--- src/rtl/irq_pkg.sv ---
package irq_pkg;
  localparam int BYTE_W         = 8;
  localparam int SWI_SRC        = 0;
  localparam int WDT_SRC        = 1;
  localparam int FIRST_MASKABLE = 2;
endpackage

--- src/rtl/irq_latch_bank.sv ---
module irq_latch_bank #(
  parameter int N_SRC = 32
) (
  input  logic             clk_i,
  input  logic             rst_ni,
  input  logic [N_SRC-1:1] set_i,
  input  logic [N_SRC-1:1] sw_clr_i,
  input  logic [N_SRC-1:1] acc_clr_i,
  output logic [N_SRC-1:1] lat_o
);
  for (genvar k = 1; k < N_SRC; k++) begin : g_lat
    // set dominates both clears so no request is lost
    always_ff @(posedge clk_i or negedge rst_ni) begin
      if (!rst_ni) lat_o[k] <= 1'b0;
      else         lat_o[k] <= set_i[k] | (lat_o[k] & ~sw_clr_i[k] & ~acc_clr_i[k]);
    end
  end
endmodule

--- src/rtl/irq_enable_regs.sv ---
module irq_enable_regs
  import irq_pkg::*;
#(
  parameter int N_SRC = 32,
  localparam int NB   = N_SRC / BYTE_W
) (
  input  logic              clk_i,
  input  logic              rst_ni,
  input  logic [NB-1:0]     wr_i,
  input  logic [BYTE_W-1:0] wdata_i,
  input  logic              acc_i,
  input  logic              reti_i,
  input  logic              retn_i,
  input  logic              saved_i,
  output logic              ime_o,
  output logic [N_SRC-1:1]  en_o
);
  always_ff @(posedge clk_i or negedge rst_ni) begin
    if (!rst_ni)     ime_o <= 1'b0;
    else if (acc_i)  ime_o <= 1'b0;
    else if (retn_i) ime_o <= 1'b1;
    else if (reti_i) ime_o <= saved_i;
    else if (wr_i[0]) ime_o <= wdata_i[0];
  end

  for (genvar k = 1; k < N_SRC; k++) begin : g_en
    always_ff @(posedge clk_i or negedge rst_ni) begin
      if (!rst_ni)              en_o[k] <= 1'b0;
      else if (wr_i[k/BYTE_W])  en_o[k] <= wdata_i[k%BYTE_W];
    end
  end
endmodule

--- src/rtl/irq_prio_enc.sv ---
module irq_prio_enc #(
  parameter int N   = 32,
  localparam int IW = $clog2(N)
) (
  input  logic [N-1:0]  req_i,
  output logic          any_o,
  output logic [IW-1:0] idx_o
);
  logic [N-1:0] seen;
  logic [N-1:0] grant;

  assign seen[0] = 1'b0;
  for (genvar k = 1; k < N; k++) begin : g_chain
    assign seen[k] = seen[k-1] | req_i[k-1];
  end
  assign grant = req_i & ~seen;
  assign any_o = |req_i;

  always_comb begin
    idx_o = '0;
    for (int k = 0; k < N; k++)
      if (grant[k]) idx_o = idx_o | IW'(k);
  end
endmodule

--- src/rtl/irq_accept_ctrl.sv ---
module irq_accept_ctrl
  import irq_pkg::*;
#(
  parameter int N_SRC = 32,
  localparam int IW   = $clog2(N_SRC)
) (
  input  logic          clk_i,
  input  logic          rst_ni,
  input  logic          take_i,
  input  logic          retn_i,
  input  logic          any_i,
  input  logic [IW-1:0] idx_i,
  input  logic          ime_i,
  output logic          acc_o,
  output logic          nmi_busy_o,
  output logic          saved_o,
  output logic          ack_o,
  output logic [IW-1:0] vec_o
);
  logic is_nmi;

  assign acc_o  = take_i & any_i;
  assign is_nmi = idx_i < IW'(FIRST_MASKABLE);

  always_ff @(posedge clk_i or negedge rst_ni) begin
    if (!rst_ni) begin
      nmi_busy_o <= 1'b0;
      saved_o    <= 1'b0;
      ack_o      <= 1'b0;
      vec_o      <= '0;
    end else begin
      ack_o <= acc_o;
      if (acc_o) vec_o <= idx_i;
      if (acc_o && is_nmi)  nmi_busy_o <= 1'b1;
      else if (retn_i)      nmi_busy_o <= 1'b0;
      if (acc_o && !is_nmi) saved_o <= ime_i;
    end
  end
endmodule

--- src/rtl/irq_ctrl.sv ---
module irq_ctrl
  import irq_pkg::*;
#(
  parameter int N_SRC = 32,
  localparam int NB   = N_SRC / BYTE_W,
  localparam int AW   = $clog2(NB) + 1,
  localparam int IW   = $clog2(N_SRC)
) (
  input  logic              clk_i,
  input  logic              rst_ni,
  input  logic [N_SRC-1:1]  hw_req_i,
  input  logic              swi_i,
  input  logic              take_i,
  input  logic              reti_i,
  input  logic              retn_i,
  input  logic              wr_en_i,
  input  logic [AW-1:0]     addr_i,
  input  logic [BYTE_W-1:0] wdata_i,
  output logic [BYTE_W-1:0] rdata_o,
  output logic              irq_o,
  output logic              ack_o,
  output logic [IW-1:0]     vec_o
);
  logic [N_SRC-1:1] lat_q, en_q, sw_clr, acc_clr;
  logic [N_SRC-1:0] pend, rd_view;
  logic [NB-1:0]    wr_en_byte;
  logic [AW-2:0]    sel;
  logic             bank_lat, ime_q, nmi_busy, saved_ime, acc, any;
  logic [IW-1:0]    win;

  assign bank_lat = addr_i[AW-1];
  assign sel      = addr_i[AW-2:0];

  for (genvar b = 0; b < NB; b++) begin : g_wr
    assign wr_en_byte[b] = wr_en_i & ~bank_lat & (sel == (AW-1)'(b));
  end

  for (genvar k = 1; k < N_SRC; k++) begin : g_clr
    assign sw_clr[k]  = wr_en_i & bank_lat & (sel == (AW-1)'(k/BYTE_W)) & ~wdata_i[k%BYTE_W];
    assign acc_clr[k] = acc & (win == IW'(k));
  end

  // pseudo-NMI sources skip enables but respect nesting
  assign pend[SWI_SRC] = swi_i & ~nmi_busy;
  assign pend[WDT_SRC] = lat_q[WDT_SRC] & ~nmi_busy;
  for (genvar k = FIRST_MASKABLE; k < N_SRC; k++) begin : g_pend
    assign pend[k] = lat_q[k] & en_q[k] & ime_q;
  end

  irq_latch_bank #(.N_SRC(N_SRC)) i_latch_bank (
    .clk_i     (clk_i),
    .rst_ni    (rst_ni),
    .set_i     (hw_req_i),
    .sw_clr_i  (sw_clr),
    .acc_clr_i (acc_clr),
    .lat_o     (lat_q)
  );

  irq_enable_regs #(.N_SRC(N_SRC)) i_enable_regs (
    .clk_i   (clk_i),
    .rst_ni  (rst_ni),
    .wr_i    (wr_en_byte),
    .wdata_i (wdata_i),
    .acc_i   (acc),
    .reti_i  (reti_i),
    .retn_i  (retn_i),
    .saved_i (saved_ime),
    .ime_o   (ime_q),
    .en_o    (en_q)
  );

  irq_prio_enc #(.N(N_SRC)) i_prio_enc (
    .req_i (pend),
    .any_o (any),
    .idx_o (win)
  );

  irq_accept_ctrl #(.N_SRC(N_SRC)) i_accept_ctrl (
    .clk_i      (clk_i),
    .rst_ni     (rst_ni),
    .take_i     (take_i),
    .retn_i     (retn_i),
    .any_i      (any),
    .idx_i      (win),
    .ime_i      (ime_q),
    .acc_o      (acc),
    .nmi_busy_o (nmi_busy),
    .saved_o    (saved_ime),
    .ack_o      (ack_o),
    .vec_o      (vec_o)
  );

  assign irq_o   = any;
  assign rd_view = bank_lat ? {lat_q, 1'b0} : {en_q, ime_q};
  assign rdata_o = rd_view[sel*BYTE_W +: BYTE_W];
endmodule

--- config.mk ---
export PLATFORM = sky130hd
export DESIGN_NAME = irq_ctrl
export DESIGN_NICKNAME = d
export VERILOG_FILES = /design/src/rtl/irq_pkg.sv /design/src/rtl/irq_latch_bank.sv /design/src/rtl/irq_enable_regs.sv /design/src/rtl/irq_prio_enc.sv /design/src/rtl/irq_accept_ctrl.sv /design/src/rtl/irq_ctrl.sv
export SDC_FILE = /design/constraint.sdc
export NUM_CORES = 1
export LEC_CHECK = 0
export BUFFER_PORTS_ARGS = -buffer_cell sky130_fd_sc_hd__buf_2
export CORE_MARGIN = 5
export CORE_UTILIZATION = 30
export DETAILED_ROUTE_END_ITERATION = 10
export PLACE_DENSITY = 0.57
export SLEW_MARGIN = 20
export SYNTH_ARGS = -nofsm -noshare
export SYNTH_HDL_FRONTEND = slang
export SYNTH_HIERARCHICAL = 1
export SYNTH_SLANG_ARGS = --single-unit
export TNS_END_PERCENT = 20
--- constraint.sdc ---
create_clock -name clk_i -period 7.1 [get_ports clk_i]
set_input_delay 1.42 -clock clk_i [delete_from_list [all_inputs] [get_ports clk_i]]
set_output_delay 1.42 -clock clk_i [all_outputs]
set_load 0.02 [all_outputs]
**After elaboration in Yosys (flattened, before gate mapping)**

Index checks and enable logic that the tools add are counted.

- Output and inout port bits: 15
- Input port bits: 49
- Logic and storage cells: 487
- Register bits: 71

- Shifts and indexed selects: 1
- Magnitude comparators: 1
- Muxes and demuxes: 45
- Reductions and logical operators: 7
- Equal/unequal tests: 34
- Bitwise logic cells: 332

Operator list:

| kind | number |
|---|---|
| $and A1 B1 Y1 | 197 |
| $eq A5 B5 Y1 const B | 16 |
| $mux W5 | 16 |
| $not A1 Y1 | 72 |
| $or A1 B1 Y1 | 61 |
| $eq A5 B4 Y1 const B | 8 |
| $and A32 B32 Y32 | 1 |
| $mux W32 | 1 |
| $mux W4 | 8 |
| $not A32 Y32 | 1 |
| $reduce_or A32 Y1 | 1 |
| $shiftx A32 B6 Y8 | 1 |
| $eq A5 B3 Y1 const B | 4 |
| $mux W1 | 14 |
| $mux W3 | 4 |
| $eq A5 B2 Y1 const B | 2 |
| $eq A5 B1 Y1 const B | 1 |
| $lt A5 B2 Y1 const B | 1 |
| $eq A2 B2 Y1 const B | 2 |
| $mux W2 | 2 |
| $reduce_bool A4 Y1 | 1 |
| $eq A2 B1 Y1 const B | 1 |
| $logic_and A1 B1 Y1 | 2 |
| $logic_not A2 Y1 | 1 |
| other kinds (2) | 2 |

**Depth between registers and ports, before layout**

- Depth after elaboration: 70
- Depth in mapped cells: 13
- Depth with buffers taken out: 12

**Hierarchy**

Netlist, hierarchy kept.

Modules (own cells, without submodules):

| module | area each (µm²) | cells each | times used | seq. area each (µm²) |
|---|---|---|---|---|
| irq_enable_regs | 1,228.7 | 71 | 1 | 800.8 |
| irq_ctrl | 1,163.6 | 167 | 1 | 0.0 |
| irq_latch_bank | 1,124.8 | 93 | 1 | 775.7 |
| irq_prio_enc | 469.2 | 80 | 1 | 0.0 |
| irq_accept_ctrl | 310.3 | 20 | 1 | 200.2 |

**Least setup slack after synthesis**

No wires, ideal clock.

- Path type: in2out
- From: input swi_i
- To: output irq_o
- Arrival: 2,576 ps
- Path buffers: 0
- Data required time: 5,680 ps
- Path slack: 3,104 ps
- Stages on the path: 5
- Path through: nor2b_1 nor4_2 nand4_1 nor2_1 nand3_1

- Longest elaborated chain between the ends: 2

Ends and longest elaborated chain:

| element | line | source |
|---|---|---|
| from (decl) | irq_ctrl.sv:12 | `input logic swi_i,` |
| $and A1 B1 Y1 | irq_ctrl.sv:44 | `assign pend[SWI_SRC] = swi_i & ~nmi_busy;` |
| $reduce_or A32 Y1 | irq_prio_enc.sv:17 | `assign any_o = \|req_i;` |
| to (decl) | irq_ctrl.sv:20 | `output logic irq_o,` |

No other way between the ends.

**Worst setup path after layout**

- From: input swi_i
- To: output irq_o

- Longest elaborated chain between the ends: 2

Ends and longest elaborated chain:

| element | line | source |
|---|---|---|
| $and A1 B1 Y1 | irq_ctrl.sv:44 |  |
| net pend[0] | irq_ctrl.sv:25 | `logic [N_SRC-1:0] pend, rd_view;` |
| $reduce_or A32 Y1 | irq_prio_enc.sv:17 |  |

The timed path passes the listed nets, and every way through them passes these cells.

==> out/qor.yml <==
grt_overflow_total: 0
ys_ff_latch: 71
syn_inst: 431
hold_path_depth: 1
slew_headroom: 0.251
p_per_area_nw_per_um2: 291
final-hold-violation-count: 0
hold_ws_ns: 0.484
grt_max_degree: 72
yosys_warnings: 6
p_sw_uw: 505
netlist_area_um2: 4300
crit_path_max_fanout: 4
p_sw_frac: 0.346
clock_latency_ns: 0.34
p_int_uw: 953
vias: 3525
cts_root_buf: "clkbuf_16"
yosys-top-cells-area: "dfrtp_1 (41%), mux2_2 (11%), nor2_1 (9.5%), mux4_1 (6.7%), a21o_1 (5.4%)"
yosys-top-cells-count: "nor2_1 (109), dfrtp_1 (71), mux2_2 (43)"
hold_buffers: 0
wire_per_inst_um: 19.3
synth_ff_type: "dfrtp_1"
leakage_uw: 0.00207
synth_top_area_share: 0.414
dr.pass1.iters: 4
start_util: 0.307
worstPathRequired_ns: 5.68
dieHeight_um: 130
synth_cell_types: 45
post-cts-setup-buffers: 0
max_freq_mhz: 225
die-area_um2: 16800
numPortBuffers: 63
min_to: "i_latch_bank/lat_o[10]"
skew_ns: 0.00649
cts_max_path_buffers: 2
grt_first_pass_wirelength_mm: 19.9
drc: 0
synth_nets: 480
routed_wl_mm: 13.0
drive_above_1_share: 0.274
rows: 43
start_kind: "primary input"
status: "complete, no violations"
die_x_um: 130
hold_class: "flip-flop to flip-flop"
design.core.area_um2: 14000
area_delta_synth_final_pct: 16.7
preCtsSetupSlack_ns: 2.66
reg2regPathDepth: 12
fillers: 1483
io_pins: 64
cts_tree: "done"
synth_area_per_cell_um2: 9.97
worst-r2r-setup-slack_ns: 3.35
clock_sinks: 71
drtAntennaViolNets: 0
synth_edf_count: 0
ys_seq_area_frac: 0.414
irDropWorstVdd_v: 0.000134
antenna_found_initial: 0
drv_cap: 0
reg2reg_from: "i_enable_regs/ime_o"
end_kind: "output port"
grtUsageTotal: 0.160
num_antenna_cells: 0
path_clk_slew_ns: 0.05
worst-slew-pin-transition_ns: 1.12
dp_hpwl_mm: 9.53
viasPerCell: 5.24
path_class: "primary input to output port"
rsz0062_at_grt: "no"
rr_endpoint: "i_latch_bank/lat_o[12]"
setup_ws_ns: 2.66
post-route-period-util: 0.626
yosysTopAreaCell: "dfrtp_1"
htreeDepth: 3
grt_pass1_vias: 3542
layout.nets: 538
first_iter_violations: 252
cts-resized-gates: 0
synthMostInstantiatedCell: "nor2_1"
hold_start: "i_latch_bank/lat_o[10]"
layout_min_cycle_time_ns: 4.44
fin_setup_tns_ns: 0
p_clk_frac: 0.290
setup_violations: 0
async_flop_share: 1.00
power_frac_comb: 0.345
cts_buffers: 9
place.gp.congestion: 0.945
final_max_slew_viol_count: 0
worstPathArrival_ns: 3.02
seq_power_share: 0.366
-- layout make-up --
| cell class | instances | area (um^2) | share of cell area |
|---|---|---|---|
| well taps | 180 | 225 | 0.0449 |
| repair buffers | 64 | 323 | 0.0644 |
| inverters | 10 | 37.5 | 0.00749 |
| clock buffers | 15 | 278 | 0.0554 |
| flip-flops and latches | 71 | 1780 | 0.354 |
| multi-input cells | 333 | 2370 | 0.473 |
-- worst max-delay path, cell delays in order --
cell     delay [ns]
buf_2          0.10
nor2b_1        0.15
nor4_2         0.40
nand4_1        0.25
nor2_1         0.26
nand3_1        0.21
buf_2          0.22
-- power groups by stage --
stage	registers, uW	logic, uW	clock network [uW]
2_1_floorplan	532	357	0
3_3_place_gp	538	496	0
3_5_place_dp	540	502	0
4_1_cts	533	505	433
5_1_grt	544	551	449
6_report	533	503	422
-- kinds of logic (layout without fill, tap and decap cells) --
logic type / after synthesis / count (layout) / synth area share
AO/OA/AOI/OAI: 60 / 60 / 0.100
AND/OR/NAND/NOR: 212 / 212 / 0.243
flip-flops: 71 / 71 / 0.414
multiplexers: 61 / 61 / 0.206
buffers and inverters: 27 / 89 / 0.0373
-- per-layer routing --
metal | global-route usage | share of wire | vias to the layer above
met5 | 0 | 0 | -
met4 | 0.0520 | 0.015 | 0
met3 | 0.0408 | 0.062 | 13
met2 | 0.251 | 0.47 | 95
met1 | 0.216 | 0.45 | 1748
li1 | - | - | 1669
-- how the worst max path moves through the flow --
stage                             start    endpoint  slack, ns  cells past startpoint
finish                            swi_i       irq_o       2.66                      7
global route        i_enable_regs/ime_o       irq_o       2.40                      6
CTS                           addr_i[2]  rdata_o[2]       2.66                      4
detailed placement            addr_i[2]  rdata_o[2]       2.66                      4
global placement              addr_i[2]  rdata_o[3]       2.69                      4
floorplan                         swi_i       irq_o       3.10                      5
-- sequential cells by signal, indices dropped and copies added (netlist names) --
signal                    cells
i_enable_regs/ime_o           1
i_latch_bank/lat_o           31
i_accept_ctrl/ack_o           1
i_accept_ctrl/nmi_busy_o      1
i_accept_ctrl/saved_o         1
i_enable_regs/en_o           31
i_accept_ctrl/vec_o           5
-- cells in the final DEF, fill, tap and decap left out, types with 3 or more instances in the layout --
cell type,n
nand4_1,5
nor3_1,4
or4_4,3
and3_1,30
mux2_2,43
clkbuf_8,3
o31ai_1,3
mux4_1,11
nor2_1,108
a31oi_1,4
inv_1,10
mux4_2,3
o21ai_0,5
clkbuf_1,3
buf_2,63
mux2i_1,3
nand2b_1,9
nand3_1,8
nor2b_1,8
clkbuf_16,9
a21oi_1,6
nand2_1,15
nor4_1,5
dfrtp_1,71
a21o_1,31
-- per-stage QoR --
step	area (um^2)	instances	utilization	total power (uW)
after CTS	5010	673	0.358	1470
after detailed placement	4730	658	0.338	1040
after global placement	4730	658	0.338	1030
after global routing	5010	673	0.358	1540
after floorplan	4300	431	-	889
final	5010	673	0.358	1460
(Power assumes the default switching activity.)
